### src/rtl/ldbr_hazard_unit.sv
module ldbr_hazard_unit #(
  parameter int XLEN = 32,
  parameter int NREG = 32
) (
  input  logic                    clk,
  input  logic                    rst_n,
  input  logic                    id_branch,
  input  logic                    id_use_rs,
  input  logic                    id_use_rt,
  input  logic [$clog2(NREG)-1:0] id_rs,
  input  logic [$clog2(NREG)-1:0] id_rt,
  input  logic                    ex_load,
  input  logic [$clog2(NREG)-1:0] ex_rd,
  input  logic                    mem_load,
  input  logic [$clog2(NREG)-1:0] mem_rd,
  input  logic                    wb_we,
  input  logic [$clog2(NREG)-1:0] wb_rd,
  input  logic [XLEN-1:0]         wb_data,
  output logic [XLEN-1:0]         rs_data,
  output logic [XLEN-1:0]         rt_data,
  output logic                    stall,
  output logic                    pc_en,
  output logic                    ifid_en,
  output logic                    idex_flush,
  output logic                    branch_taken
);
  localparam int AW = $clog2(NREG);
  localparam logic [AW-1:0] R0 = '0;

  logic [XLEN-1:0] rf [NREG];

  always_ff @(posedge clk or negedge rst_n) begin
    if (!rst_n) begin
      for (int i = 0; i < NREG; i++) rf[i] <= '0;
    end else if (wb_we && wb_rd != R0) begin
      rf[wb_rd] <= wb_data;
    end
  end

  assign rs_data = (id_rs == R0) ? '0 : (wb_we && wb_rd == id_rs) ? wb_data : rf[id_rs];
  assign rt_data = (id_rt == R0) ? '0 : (wb_we && wb_rd == id_rt) ? wb_data : rf[id_rt];

  logic ex_hit, mem_hit;
  assign ex_hit  = ex_load && ex_rd != R0 &&
                   ((id_use_rs && id_rs == ex_rd) || (id_use_rt && id_rt == ex_rd));
  assign mem_hit = mem_load && mem_rd != R0 &&
                   ((id_use_rs && id_rs == mem_rd) || (id_use_rt && id_rt == mem_rd));

  assign stall        = ex_hit || (id_branch && mem_hit);
  assign pc_en        = !stall;
  assign ifid_en      = !stall;
  assign idex_flush   = stall;
  assign branch_taken = id_branch && !stall && (rs_data == rt_data);

  a_r2_branch_mem_load: assert property (@(posedge clk) disable iff (!rst_n)
    (id_branch && mem_load && mem_rd != R0 && id_use_rs && id_rs == mem_rd) |-> stall);
  a_r3_alu_mem_only: assert property (@(posedge clk) disable iff (!rst_n)
    (!id_branch && !ex_load) |-> !stall);
  a_r4_zero_reg: assert property (@(posedge clk) disable iff (!rst_n)
    (ex_rd == R0 && mem_rd == R0) |-> !stall);
  a_r5_hold_flush: assert property (@(posedge clk) disable iff (!rst_n)
    stall |-> (!pc_en && !ifid_en && idex_flush));
  a_r9_nonload: assert property (@(posedge clk) disable iff (!rst_n)
    (!ex_load && !mem_load) |-> !stall);
  a_r6_write_visible: assert property (@(posedge clk) disable iff (!rst_n)
    ($past(rst_n) && $past(wb_we) && $past(wb_rd) != R0 && id_rs == $past(wb_rd)
     && !(wb_we && wb_rd == id_rs)) |-> rs_data == $past(wb_data));
  a_r6_zero_read: assert property (@(posedge clk) disable iff (!rst_n)
    (id_rt == R0) |-> rt_data == '0);
  a_r7_same_cycle: assert property (@(posedge clk) disable iff (!rst_n)
    (wb_we && wb_rd != R0 && id_rs == wb_rd) |-> rs_data == wb_data);
  a_r8_taken: assert property (@(posedge clk) disable iff (!rst_n)
    branch_taken |-> (id_branch && !stall && rs_data == rt_data));
endmodule

### config.mk
export PLATFORM = sky130hd
export DESIGN_NAME = ldbr_hazard_unit
export DESIGN_NICKNAME = d
export VERILOG_FILES = /design/src/rtl/ldbr_hazard_unit.sv
export SDC_FILE = /design/constraint.sdc
export NUM_CORES = 2
export LEC_CHECK = 0
export BUFFER_PORTS_ARGS = -buffer_cell sky130_fd_sc_hd__buf_4
export CORE_UTILIZATION = 57
export DETAILED_ROUTE_END_ITERATION = 8
export MAX_ROUTING_LAYER = met4
export PLACE_DENSITY = 0.84
export SETUP_SLACK_MARGIN = 0.2
export SYNTH_ARGS = -nofsm -noshare
export SYNTH_HDL_FRONTEND = slang
export SYNTH_SLANG_ARGS = --single-unit
### constraint.sdc
create_clock -name clk -period 2.7 [get_ports clk]
set_input_delay 0.135 -clock clk [delete_from_list [all_inputs] [get_ports clk]]
set_output_delay 0.135 -clock clk [all_outputs]
set_load 0.03 [all_outputs]
==> flow_metrics.env <==
export IMPL_fin_worst_skew_ps=0
export IMPL_hp_class="primary input to flop"
export IMPL_grt_util_met1=0.5236
export IMPL_top_register="rf"
export IMPL_top_usage_layer="met2"
export IMPL_synth_edff_count=0
export IMPL_nNetsFinal=4678
export IMPL_rows=114
export IMPL_min_period_ps=4386
export IMPL_antenna_found_initial=15
export IMPL_grt_pass1_wl_mm=308.4
export IMPL_leakage_nw=31.64
export IMPL_h_tree_depth=3
export IMPL_yosys_register_bits=1024
export IMPL_largestRegisters="rf x1024"
export IMPL_multiInputGateArea_sq_um=29640
export IMPL_areaGrowthSynthToFinish_pct=26.38
export IMPL_synthTopCellsByCount="1048 x mux2_2, 1024 x dfrtp_1, 451 x mux4_2, 248 x clkbuf_1, 193 x mux2i_1"
export IMPL_tightest_slew_ps=1277
export IMPL_dpl_cell_count=5676
export IMPL_slew_viol_final=0
export IMPL_vias=44634
export IMPL_status="complete, but fails checks"
export IMPL_clock_sinks=1024
export IMPL_wl_mm=214.9
export IMPL_final_layout_size_suffix_gt1_frac=0.6274
export IMPL_yosys_warnings=0
export IMPL_setup_violations=55
export IMPL_drv_cap=0
export IMPL_grtUsageMet3=0.1627
export IMPL_grt_overflow=0
export IMPL_yosysMostFrequentCell="mux2_2"
export IMPL_ff_latch_area_sq_um=25620
export IMPL_syn_avg_cell_area_sq_um=14.52
export IMPL_synth_top_cell_by_area="dfrtp_1"
export IMPL_violations="DRC, setup timing"
export IMPL_vias_per_cell=7.450
export IMPL_initial_core_util=0.5773
export IMPL_power_density_nw_per_um2=723.0
export IMPL_cts_root_buf="clkbuf_16"
export IMPL_largest_reg_flops=1024
export IMPL_fmax_ghz=0.2280
export IMPL_cts_max_path_buffers=3
export IMPL_dp_hpwl_mm=132.6
export IMPL_rsz0062_at_grt="true"
export IMPL_path_class="flop to output port"
export IMPL_synth_top_area_share=0.4577
export IMPL_synth_nets=3922
export IMPL_num_fill_cells=5238
export IMPL_synthFlopType="dfrtp_1"
export IMPL_dieArea_sq_um=99490
export IMPL_wl_per_cell_um=35.87
export IMPL_drc_errors=14
export IMPL_cp_end_kind="output port"
export IMPL_async_flop_share=1.000
export IMPL_numPortBuffers=133
export IMPL_clkTransAtPathRegs_ps=60
export IMPL_globalplace_congestion=0.9758
export IMPL_peakVddDrop_uv=521.4
export IMPL_yosys_top_cells_area="dfrtp_1 46%, mux2_2 21%, mux4_2 18%"
export IMPL_cts_made_buffers=106
export IMPL_core_area_sq_um=96990
export IMPL_grt_pass1_vias=45887
export IMPL_synth_seq_area_share=0.4577
export IMPL_drt_pass1_iterations=9
export IMPL_pin_count=134
export IMPL_layout_cells_non_filler=5991
export IMPL_finalPower_w=0.05116
export IMPL_worst_path_max_fanout=2
export IMPL_max_slew_margin=0.1455
export IMPL_synth_cells=3857
export IMPL_grt_use_total=0.4412
export IMPL_period_share=1.624
export IMPL_met2_usage=0.6173
export IMPL_hold_viol=0
export IMPL_grt_max_degree=112
export IMPL_ant_nets=0
export IMPL_first_iter_violations=6824
export IMPL_insertion_delay_ps=730
export IMPL_cp_arrival_ps=4250
export IMPL_worstPathRequired_ps=2570
export IMPL_cts_tree="done"
export IMPL_dieHeight_um=315.4
export IMPL_die_x_um=315.4
export IMPL_syn_cell_area_sq_um=55990
export IMPL_yosysUniqueCellTypes=68
export IMPL_layout_setup_ws_ps=-1686
export IMPL_startpoint_type="flop"
-- where the power goes --
group / switching (W) / leakage [nW] / internal [W]
Clock: 0.00665 / 1.85 / 0.00944
Sequential: 0.00239 / 13.1 / 0.0183
Combinational: 0.00622 / 16.7 / 0.00820
-- worst max-delay path, cell delays in order (launching register included) --
cell       delay [ps]
dfrtp_1           390
mux4_2            470
mux4_2            510
nand2_2           110
o22ai_2            90
a21o_2            240
xor2_1            280
a2111oi_4         410
nand4_1           330
nor4_4            480
buf_6             200
-- repair_timing --
item | CTS | global route
pin swaps | 113 | 50
hold endpoints to repair | 859 | 0
setup endpoints to repair | 65 | 65
cloned | 0 | 0
buffers inserted | 41 | 21
hold buffers | 43 | 0
gates resized for setup | 277 | 81
-- kinds of logic (layout without fill, tap and decap cells) --
| logic type | after synthesis | in the layout | synth area share |
|---|---|---|---|
| muxes | 1692 | 1692 | 0.4267 |
| and+or+nand+nor | 318 | 318 | 0.02717 |
| xor gates and xnor gates | 59 | 59 | 0.009229 |
| DFF | 1024 | 1024 | 0.4577 |
| AOI/OAI and AO/OA | 325 | 325 | 0.04315 |
| other | 0 | 16 | 0 |
| buffers and inverters | 439 | 1281 | 0.03611 |
-- metal layers --
| layer | vias up | routed length, um | part of all wire |
|---|---|---|---|
| li1 | 16418 | - | - |
| met1 | 22443 | 69700 | 0.32 |
| met2 | 4336 | 93060 | 0.43 |
| met3 | 1437 | 32230 | 0.15 |
| met4 | 0 | 19870 | 0.092 |
| met5 | - | 0 | 0 |
-- cell type report --
type,instances,share of cell area
inverters,9,0.0004774
well taps,1276,0.02256
diodes,16,0.0005658
multi-input cells,2394,0.4189
repair buffers,1078,0.1422
clock buffers,147,0.04380
clock inverters,47,0.009372
flip-flops and latches,1024,0.3621
-- stage by stage --
step | utilization | worst slack, ps | hold WS (ps) | cell area [sq um] | setup TNS [ps]
after floorplan | - | -429.2 | -160.6 | 56300 | -429.2
after global placement | 0.6654 | -1305 | 128.7 | 64540 | -2756
after detailed placement | 0.6654 | -1336 | 132.9 | 64540 | -2754
after CTS | 0.7234 | -1534 | 10.10 | 70170 | -6457
after global routing | 0.7295 | -1669 | 10.17 | 70750 | -11210
final | 0.7295 | -1686 | 14.16 | 70760 | -9803
-- worst paths after layout --
kind	startpoint	end	slack [ps]	cells after the start
setup / recovery	rf[129]$_DFFE_PN0P_	branch_taken	-1690	10
hold / removal	wb_data[17]	rf[945]$_DFFE_PN0P_	10	3
setup reg to reg	rf[135]$_DFFE_PN0P_	rf[135]$_DFFE_PN0P_	1590	3
hold reg to reg	rf[1002]$_DFFE_PN0P_	rf[1002]$_DFFE_PN0P_	400	0
max in group asynchronous	rst_n	rf[335]$_DFFE_PN0P_	550	4
min in group asynchronous	rst_n	rf[633]$_DFFE_PN0P_	460	3
-- placed cells by master (no fill, tap or decap), drive strengths merged, types with 40 or more instances in the layout --
master / n
mux2: 1048
buf: 1034
dfrtp: 1024
mux4: 451
mux2i: 193
clkbuf: 148
nand2: 118
nor2: 70
dlygate4sd3: 43
a21oi: 40
(Power assumes the default switching activity.)
